$ cat config.mk
export PLATFORM = sky130hd
export DESIGN_NAME = seq_mult
export DESIGN_NICKNAME = d
export VERILOG_FILES = /design/src/rtl/mul_pkg.sv /design/src/rtl/mul_ctrl.sv /design/src/rtl/mul_datapath.sv /design/src/rtl/seq_mult.sv
export SDC_FILE = /design/constraint.sdc
export NUM_CORES = 1
export LEC_CHECK = 0
export ABC_CLOCK_PERIOD_IN_PS = 3870
export CELL_PAD_IN_SITES_DETAIL_PLACEMENT = 0
export CELL_PAD_IN_SITES_GLOBAL_PLACEMENT = 1
export CORE_ASPECT_RATIO = 2
export CORE_MARGIN = 2
export CORE_UTILIZATION = 43
export CTS_CLUSTER_SIZE = 25
export DETAILED_ROUTE_END_ITERATION = 8
export DONT_BUFFER_PORTS = 1
export PLACE_DENSITY_LB_ADDON = 0.25
export SKIP_LAST_GASP = 1
export SLEW_MARGIN = 40
export SYNTH_ARGS = -nofsm -noshare
export SYNTH_HDL_FRONTEND = slang
export SYNTH_SLANG_ARGS = --single-unit
$ cat constraint.sdc
create_clock -name clk -period 3.87 [get_ports clk]
set_input_delay 0.5805 -clock clk [delete_from_list [all_inputs] [get_ports clk]]
set_output_delay 0.5805 -clock clk [all_outputs]
set_load 0.02 [all_outputs]
$ cat src/rtl/mul_pkg.sv
package mul_pkg;
  typedef enum logic [2:0] {
    ST_IDLE  = 3'd0,
    ST_SETUP = 3'd1,
    ST_LOOP  = 3'd2,
    ST_NEG   = 3'd3,
    ST_FLAGS = 3'd4
  } mul_state_t;
endpackage

$ cat src/rtl/mul_ctrl.sv
module mul_ctrl
  import mul_pkg::*;
#(
  parameter int unsigned W = 16
) (
  input  logic clk,
  input  logic rst_n,
  input  logic start,
  input  logic size_word,
  output logic accept,
  output logic do_setup,
  output logic do_iter,
  output logic do_neg,
  output logic do_flags,
  output logic busy,
  output logic done
);
  localparam int unsigned H  = W / 2;
  localparam int unsigned CW = $clog2(W);

  mul_state_t      state_q;
  logic [CW-1:0]   cnt_q;
  logic            word_q;

  assign accept   = start && (state_q == ST_IDLE);
  assign do_setup = (state_q == ST_SETUP);
  assign do_iter  = (state_q == ST_LOOP);
  assign do_neg   = (state_q == ST_NEG);
  assign do_flags = (state_q == ST_FLAGS);
  assign busy     = (state_q != ST_IDLE);

  always_ff @(posedge clk or negedge rst_n) begin
    if (!rst_n) begin
      state_q <= ST_IDLE;
      cnt_q   <= '0;
      word_q  <= 1'b0;
      done    <= 1'b0;
    end else begin
      done <= 1'b0;
      unique case (state_q)
        ST_IDLE: if (accept) begin
          word_q  <= size_word;
          state_q <= ST_SETUP;
        end
        ST_SETUP: begin
          cnt_q   <= word_q ? CW'(W - 1) : CW'(H - 1);
          state_q <= ST_LOOP;
        end
        ST_LOOP: begin
          if (cnt_q != '0) cnt_q <= cnt_q - 1'b1;
          else             state_q <= ST_NEG;
        end
        ST_NEG:   state_q <= ST_FLAGS;
        ST_FLAGS: begin
          state_q <= ST_IDLE;
          done    <= 1'b1;
        end
        default:  state_q <= ST_IDLE;
      endcase
    end
  end
endmodule

$ cat src/rtl/mul_datapath.sv
module mul_datapath #(
  parameter int unsigned W = 16
) (
  input  logic         clk,
  input  logic         rst_n,
  input  logic         accept,
  input  logic         do_setup,
  input  logic         do_iter,
  input  logic         do_neg,
  input  logic         do_flags,
  input  logic         size_word,
  input  logic         is_signed,
  input  logic [W-1:0] opa,
  input  logic [W-1:0] opb,
  output logic [W-1:0] sum_q,
  output logic [W-1:0] mplr_q,
  output logic         cf,
  output logic         of,
  output logic         sgn_mode_q,
  output logic         word_mode_q,
  output logic         neg_flag_q
);
  localparam int unsigned H = W / 2;

  logic [W-1:0] mcand_q;
  logic         cy_q;

  function automatic logic [W-1:0] size_mask(input logic word);
    return word ? {W{1'b1}} : {{(W-H){1'b0}}, {H{1'b1}}};
  endfunction

  function automatic logic top_bit(input logic [W-1:0] v, input logic word);
    return word ? v[W-1] : v[H-1];
  endfunction

  function automatic logic [W-1:0] negate2(input logic [W-1:0] v, input logic word);
    return (~v + 1'b1) & size_mask(word);
  endfunction

  // rotate right by one within the active width, feeding `in_bit` at the top
  function automatic logic [W-1:0] rot_in(input logic [W-1:0] v, input logic in_bit,
                                          input logic word);
    logic [W-1:0] r;
    r = v >> 1;
    if (word) r[W-1] = in_bit;
    else      r[H-1] = in_bit;
    return r & size_mask(word);
  endfunction

  logic [W-1:0] mask_now, mask_q, a_in, b_in;
  logic         a_neg, b_neg;
  logic [W:0]   add_full;
  logic [W-1:0] add_sum;
  logic         add_cout;
  logic [W-1:0] hi_plus;
  logic         flag_val;

  assign mask_now = size_mask(size_word);
  assign mask_q   = size_mask(word_mode_q);
  assign a_in     = opa & mask_now;
  assign b_in     = opb & mask_now;
  assign a_neg    = is_signed && top_bit(a_in, size_word);
  assign b_neg    = is_signed && top_bit(b_in, size_word);

  assign add_full = {1'b0, sum_q} + {1'b0, (cy_q ? mcand_q : {W{1'b0}})};
  assign add_sum  = add_full[W-1:0] & mask_q;
  assign add_cout = word_mode_q ? add_full[W] : add_full[H];

  assign hi_plus  = (sum_q + {{(W-1){1'b0}}, top_bit(mplr_q, word_mode_q)}) & mask_q;
  assign flag_val = sgn_mode_q ? (hi_plus != '0) : (sum_q != '0);

  always_ff @(posedge clk or negedge rst_n) begin
    if (!rst_n) begin
      sum_q       <= '0;
      mplr_q      <= '0;
      mcand_q     <= '0;
      cy_q        <= 1'b0;
      cf          <= 1'b0;
      of          <= 1'b0;
      sgn_mode_q  <= 1'b0;
      word_mode_q <= 1'b0;
      neg_flag_q  <= 1'b0;
    end else begin
      if (accept) begin
        mcand_q     <= a_neg ? negate2(a_in, size_word) : a_in;
        mplr_q      <= b_neg ? negate2(b_in, size_word) : b_in;
        neg_flag_q  <= a_neg ^ b_neg;
        sum_q       <= '0;
        cy_q        <= 1'b0;
        cf          <= 1'b0;
        of          <= 1'b0;
        sgn_mode_q  <= is_signed;
        word_mode_q <= size_word;
      end
      if (do_setup) begin
        cy_q   <= mplr_q[0];
        mplr_q <= rot_in(mplr_q, cy_q, word_mode_q);
      end
      if (do_iter) begin
        cy_q   <= mplr_q[0];
        mplr_q <= rot_in(mplr_q, add_sum[0], word_mode_q);
        sum_q  <= rot_in(add_sum, add_cout, word_mode_q);
      end
      if (do_neg && neg_flag_q) begin
        mplr_q <= negate2(mplr_q, word_mode_q);
        sum_q  <= (mplr_q == '0) ? negate2(sum_q, word_mode_q) : (~sum_q & mask_q);
      end
      if (do_flags) begin
        cf <= flag_val;
        of <= flag_val;
      end
    end
  end
endmodule

$ cat src/rtl/seq_mult.sv
module seq_mult #(
  parameter int unsigned W = 16
) (
  input  logic         clk,
  input  logic         rst_n,
  input  logic         start,
  input  logic         size_word,
  input  logic         is_signed,
  input  logic [W-1:0] opa,
  input  logic [W-1:0] opb,
  output logic         busy,
  output logic         done,
  output logic [W-1:0] prod_hi,
  output logic [W-1:0] prod_lo,
  output logic         cf,
  output logic         of
);
  logic accept_w, setup_w, iter_w, neg_w, flags_w;
  logic sgn_mode_w, word_mode_w, neg_flag_w;
  logic [W-1:0] sum_w, mplr_w;

  mul_ctrl #(.W(W)) u_ctrl (
    .clk(clk), .rst_n(rst_n), .start(start), .size_word(size_word),
    .accept(accept_w), .do_setup(setup_w), .do_iter(iter_w),
    .do_neg(neg_w), .do_flags(flags_w), .busy(busy), .done(done)
  );

  mul_datapath #(.W(W)) u_dp (
    .clk(clk), .rst_n(rst_n), .accept(accept_w), .do_setup(setup_w),
    .do_iter(iter_w), .do_neg(neg_w), .do_flags(flags_w),
    .size_word(size_word), .is_signed(is_signed), .opa(opa), .opb(opb),
    .sum_q(sum_w), .mplr_q(mplr_w), .cf(cf), .of(of),
    .sgn_mode_q(sgn_mode_w), .word_mode_q(word_mode_w), .neg_flag_q(neg_flag_w)
  );

  assign prod_hi = sum_w;
  assign prod_lo = mplr_w;
endmodule

# After elaboration in Yosys (flattened, before gate mapping)
# Index checks and enable logic that the tools add are counted.
# word_totals
elab_cells	102
regBits	62
# op_classes
n_eq_ne	7
add_sub_neg	7
n_reduce_logical	18
n_bitwise	17
mux	41
# ops
operator	n
$mux 16	13
$and 16x16->16	12
$add 16x1->16 const B	4
$not 16->16	4
$reduce_bool 16->1	2
$mux 1	22
$add 16x16->17	1
$add 16x1->16	1
$logic_not 16->1	1
$pmux 3 s4	1
$reduce_bool 3->1	3
$mux 4	2
$pmux 4 s2	1
$reduce_bool 4->1	2
$eq 3x2->1 const B	2
$mux 3	2
$reduce_and 2->1	3
$logic_and 1x1->1	4
$ne 2x2->1 const B	2
$reduce_bool 2->1	2
$sub 4x1->4 const B	1
$eq 3x1->1 const B	1
$eq 3x3->1 const B	1
$logic_not 3->1	1
other kinds (2)	2

# Logic depth before layout (Yosys ltp)
# logic_depth
ltp_word	10
ltp_mapped	10

# Hierarchy
# From an unflattened synthesis, not the netlist that was laid out.
# unflattened
cells_unflattened	629
hier_area_um2	5241.3
# by_module_without_submodules
module	seq_area_each_um2	area_each_um2	cells_per_inst	n_inst
mul_datapath	1326.3	4727.0	587	1
mul_ctrl	225.2	514.2	42	1

# Worst setup path after synthesis
# Ideal clock, no wire load.
# synth_timing
path_kind	reg2reg
startpoint	register u_dp.cy_q
endpoint	register u_dp.sum_q[8]
n_path_buf	1
path_stages_with_launch	11
setup_time_ns	0.141
path_slack_ns	1.400
arrival_ns	2.329
path_cell_list	dfrtp_1 -> clkbuf_1 -> nand2_1 -> inv_1 -> ha_1 -> a21o_1 -> nand4_1 -> or4b_2 -> a31oi_1 -> xor2_1 -> o221ai_1
# synth_between
elab_chain_cells	6
# synth_rtl
item	line_no	rtl
from (decl)	mul_datapath.sv:26	logic cy_q;
from (signal assigned)	mul_datapath.sv:96	cy_q <= mplr_q[0];
from (signal assigned)	mul_datapath.sv:100	cy_q <= mplr_q[0];
$mux 16	mul_datapath.sv:65	assign add_full = {1'b0, sum_q} + {1'b0, (cy_q ? mcand_q : {W{1'b0}})};
$add 16x16->17	mul_datapath.sv:65	
$and 16x16->16	mul_datapath.sv:66	assign add_sum = add_full[W-1:0] & mask_q;
$and 16x16->16	mul_datapath.sv:47	return r & size_mask(word);
$mux 16	mul_datapath.sv:99	if (do_iter) begin
$mux 16	mul_datapath.sv:104	if (do_neg && neg_flag_q) begin
to (signal assigned)	mul_datapath.sv:102	sum_q <= rot_in(add_sum, add_cout, word_mode_q);
to (signal assigned)	mul_datapath.sv:106	sum_q <= (mplr_q == '0) ? negate2(sum_q, word_mode_q) : (~sum_q & mask_q);
to (decl)	mul_datapath.sv:15	output logic [W-1:0] sum_q,
# No other way between the ends.
# A chain may end at the register's enable or synchronous reset.

# Worst setup path in the final report
# Same ends and word-level chain as after synthesis.

==> qor.json <==
{
  "finalHoldWorstSlack_ns": 0.118,
  "postCtsResizedCells": 0,
  "setup_clock_skew_after_layout_ns": 0.00763,
  "ctsRootBufferMaster": "sky130_fd_sc_hd__clkbuf_16",
  "final-hold-violation-count": 0,
  "outcome": "finished clean",
  "yosys-top-cells-count": "sky130_fd_sc_hd__nand2_1, sky130_fd_sc_hd__dfrtp_1, sky130_fd_sc_hd__o21ai_0",
  "clock_insertion_delay_worst_skew_ns": 0.33,
  "yosys.area.top_type": "sky130_fd_sc_hd__dfrtp_1",
  "cts_inserted_buffers": 9,
  "power.leakage_nw": 2.35,
  "via_count_of_the_first_global_routing_pass": 4693,
  "critPathMaxFanout": 19,
  "floorplan.rows": 55,
  "drt_pre_antenna_iters": 5,
  "synth.ff_latch_count": 61,
  "sequential_to_total_area_share_from_yosys_stat_pct": 31.0,
  "crit-reg2reg-capture": "u_dp.sum_q[8]",
  "synth_ff_type": "sky130_fd_sc_hd__dfrtp_1",
  "min-delay-path-class": "in2async",
  "layout-drive-gt1-share_pct": 6.57,
  "syn-cell-area_um2": 4920,
  "max_cap_violations": 0,
  "slowest_stage_cell_on_the_critical_path": "sky130_fd_sc_hd__or4b_2",
  "maximum_number_of_pins_on_one_net_before_global_route_repair": 62,
  "max_freq_ghz": 0.363,
  "fin_crit_ns": 2.76,
  "die_width_um": 79.6,
  "antenna_found_initial": 0,
  "io_buffer_count": 0,
  "layout.nets": 665,
  "synth_xor_area_share_pct": 9.44,
  "ys_warn_count": 0,
  "gr-total-overflow": 0,
  "required_ns": 4.05,
  "yosys-top-cells-area": "sky130_fd_sc_hd__dfrtp_1, sky130_fd_sc_hd__ha_1, sky130_fd_sc_hd__xnor2_1",
  "post-layout-total-power_w": 0.00403,
  "die_height_um": 155,
  "regToRegStartpoint": "u_dp.cy_q",
  "clock_sinks": 61,
  "r2r.worst_path.cells": 8,
  "synth_cell_types": 62,
  "synth-adder-area-share_pct": 6.26,
  "floorplan.die_area_um2": 12400,
  "irDropWorstVdd_mv": 0.307,
  "power_density_nw_per_um2": 749,
  "cp-end-kind": "flip-flop",
  "fp.coreArea_um2": 11200,
  "crit_type": "reg2reg",
  "worst-r2r-setup-slack_ns": 1.11,
  "routabilityCongestion": 0.969,
  "rsz_0062_raised_after_global_routing": "no",
  "overall_routed_net_length_um": 15600,
  "ant_nets": 0,
  "dominant_combinational_cell_family_by_area_after_synthesis": "compound AO/OA/AOI/OAI gates",
  "placement.cell_area_um2": 5060,
  "wire_length_of_the_first_global_routing_pass_um": 24700,
  "synth.area.mux_share_pct": 2.16,
  "cts_tree": "yes",
  "synth_compound_area_share_pct": 23.8,
  "tns_ns": 0,
  "synth_top_area_share_pct": 31.0,
  "synthesis.instances": 610,
  "synth_area_per_cell_um2": 8.07,
  "avgRoutedWirePerCell_um": 20.7,
  "synth-edff-count": 0,
  "post-route-util_pct": 48.0,
  "area_growth_pct": 9.51,
  "max_stage_delay_ns": 0.64,
  "drcViolationCount": 0,
  "vias_per_cell": 6.20,
  "route.vias.total": 4655,
  "slew_headroom_pct": 56.3,
  "num_io_pins": 73,
  "arrival_ns": 2.93,
  "fraction_of_registers_with_async_set_or_reset_after_synthesis_pct": 100,
  "timing.critical_path.cells": "and2_1 > ha_1 > a21oi_1 > nand2_1 > or4b_2 > a31oi_1 > xor2_1 > o221ai_1",
  "synth_simple_gate_area_share_pct": 23.4,
  "clk_pin_slew_ns": 0.06,
  "hpwl_um": 11900,
  "final_max_slew_viol_count": 0,
  "drt_iter0_drc": 409,
  "postSynthNetCount": 671,
  "clock_path_buffers": 2,
  "insertedDiodeCount": 0,
  "fin_area_um2": 5390,
  "worstMarginPinSlew_ns": 0.649,
  "initial_core_utilization_pct": 43.9,
  "yosys.cell_count.top_type": "sky130_fd_sc_hd__nand2_1",
  "final.period_utilization_pct": 71.2,
  "ctsHtreeMaxLevel": 3,
  "grtUsageTotal_pct": 26.0,
  "timing.critical_path.from_type": "flip-flop",
  "final_report_setup_violation_count": 0
}
## worst max-delay path by stage
stage | start | to | slack (ns) | depth (start not counted)
final | u_dp.cy_q | u_dp.sum_q[8] | 1.11 | 8
after detailed placement | u_dp.cy_q | u_dp.sum_q[8] | 1.13 | 8
after global placement | u_dp.cy_q | u_dp.sum_q[8] | 1.23 | 8
after CTS | u_dp.cy_q | u_dp.sum_q[8] | 1.12 | 8
after global routing | u_dp.cy_q | u_dp.sum_q[8] | 0.93 | 8
after floorplan | u_dp.cy_q | u_dp.sum_q[8] | 1.40 | 10
## layer usage
layer / up-vias / wire, um / GRT usage (%)
li1: 2233 / - / -
met1: 2240 / 5660 / 27.5
met2: 146 / 8510 / 47.9
met3: 36 / 719 / 4.76
met4: 0 / 672 / 12.7
met5: - / 0 / 0
## layout make-up
cell class | count | area [um2]
Multi-Input combinational cell | 500 | 3220
Tap cell | 142 | 178
Sequential cell | 61 | 1530
Clock buffer | 12 | 246
Inverter | 23 | 86.3
Clock inverter | 4 | 47.5
Fill cell | 1121 | 5830
Timing Repair Buffer | 9 | 87.6
## timing repair
| item | in CTS | in global routing |
|---|---|---|
| endpoints found under the setup margin | 0 | 0 |
| buffers inserted | 0 | 0 |
| hold endpoints to repair | 61 | 0 |
| hold buffers | 1 | 0 |
## logic make-up (layout without fill, tap and decap cells)
| kind of cell | Yosys count | count (layout) |
|---|---|---|
| and+or+nand+nor | 231 | 231 |
| AOI/OAI and AO/OA | 182 | 182 |
| DFF | 61 | 61 |
| xor gates and xnor gates | 53 | 53 |
| buffers and inverters | 49 | 48 |
| adders and majority gates | 24 | 24 |
| muxes | 10 | 10 |
## worst max-delay path, delay by kind of cell (launching register included)
family / cells / cell delay, ns
AO/OA/AOI/OAI: 3 / 0.61
XOR/XNOR: 1 / 0.18
adder cells (fa/ha/maj): 1 / 0.34
flip-flops: 1 / 0.53
AND/OR/NAND/NOR: 3 / 0.95
## state kept, by name, summed over array words and instances, names as in the netlist
name              cells
u_dp.mcand_q         16
u_dp.mplr_q          16
u_dp.sum_q           16
u_ctrl.cnt_q          4
u_ctrl.state_q        3
u_ctrl.done           1
u_dp.cf               1
u_dp.cy_q             1
u_dp.neg_flag_q       1
u_dp.sgn_mode_q       1
u_dp.word_mode_q      1
## metrics by stage
stage / setup WS, ns / instances
finish: 1.11 / 751
floorplan: 1.40 / 610
detailed placement: 1.13 / 734
global placement: 1.23 / 734
global route: 0.927 / 751
CTS: 1.12 / 751
## placed cells by master, fill, tap and decap left out, types with 8 or more instances in the layout
master	n
sky130_fd_sc_hd__ha_1	23
sky130_fd_sc_hd__nand4_1	9
sky130_fd_sc_hd__a21o_1	10
sky130_fd_sc_hd__dfrtp_1	61
sky130_fd_sc_hd__nand3_1	18
sky130_fd_sc_hd__a31oi_1	9
sky130_fd_sc_hd__nor2_1	43
sky130_fd_sc_hd__and2_1	17
sky130_fd_sc_hd__nor3_1	22
sky130_fd_sc_hd__xnor2_1	31
sky130_fd_sc_hd__o211ai_1	12
sky130_fd_sc_hd__xor2_1	22
sky130_fd_sc_hd__nor4_1	10
sky130_fd_sc_hd__o21ai_0	49
sky130_fd_sc_hd__a21oi_1	43
sky130_fd_sc_hd__inv_1	23
sky130_fd_sc_hd__or3_1	9
sky130_fd_sc_hd__o221ai_1	8
sky130_fd_sc_hd__nand2_1	70
sky130_fd_sc_hd__buf_4	8
sky130_fd_sc_hd__clkbuf_16	9
## report_power, final
part           leakage [nW]  total [W]  internal [W]  switching (W)
clock network         0.143   0.000809      0.000514       0.000295
logic                  1.43    0.00176      0.000678        0.00109
registers             0.779    0.00146      0.000894       0.000565
total                  2.35    0.00403       0.00209        0.00195
(Power assumes the default switching activity.)
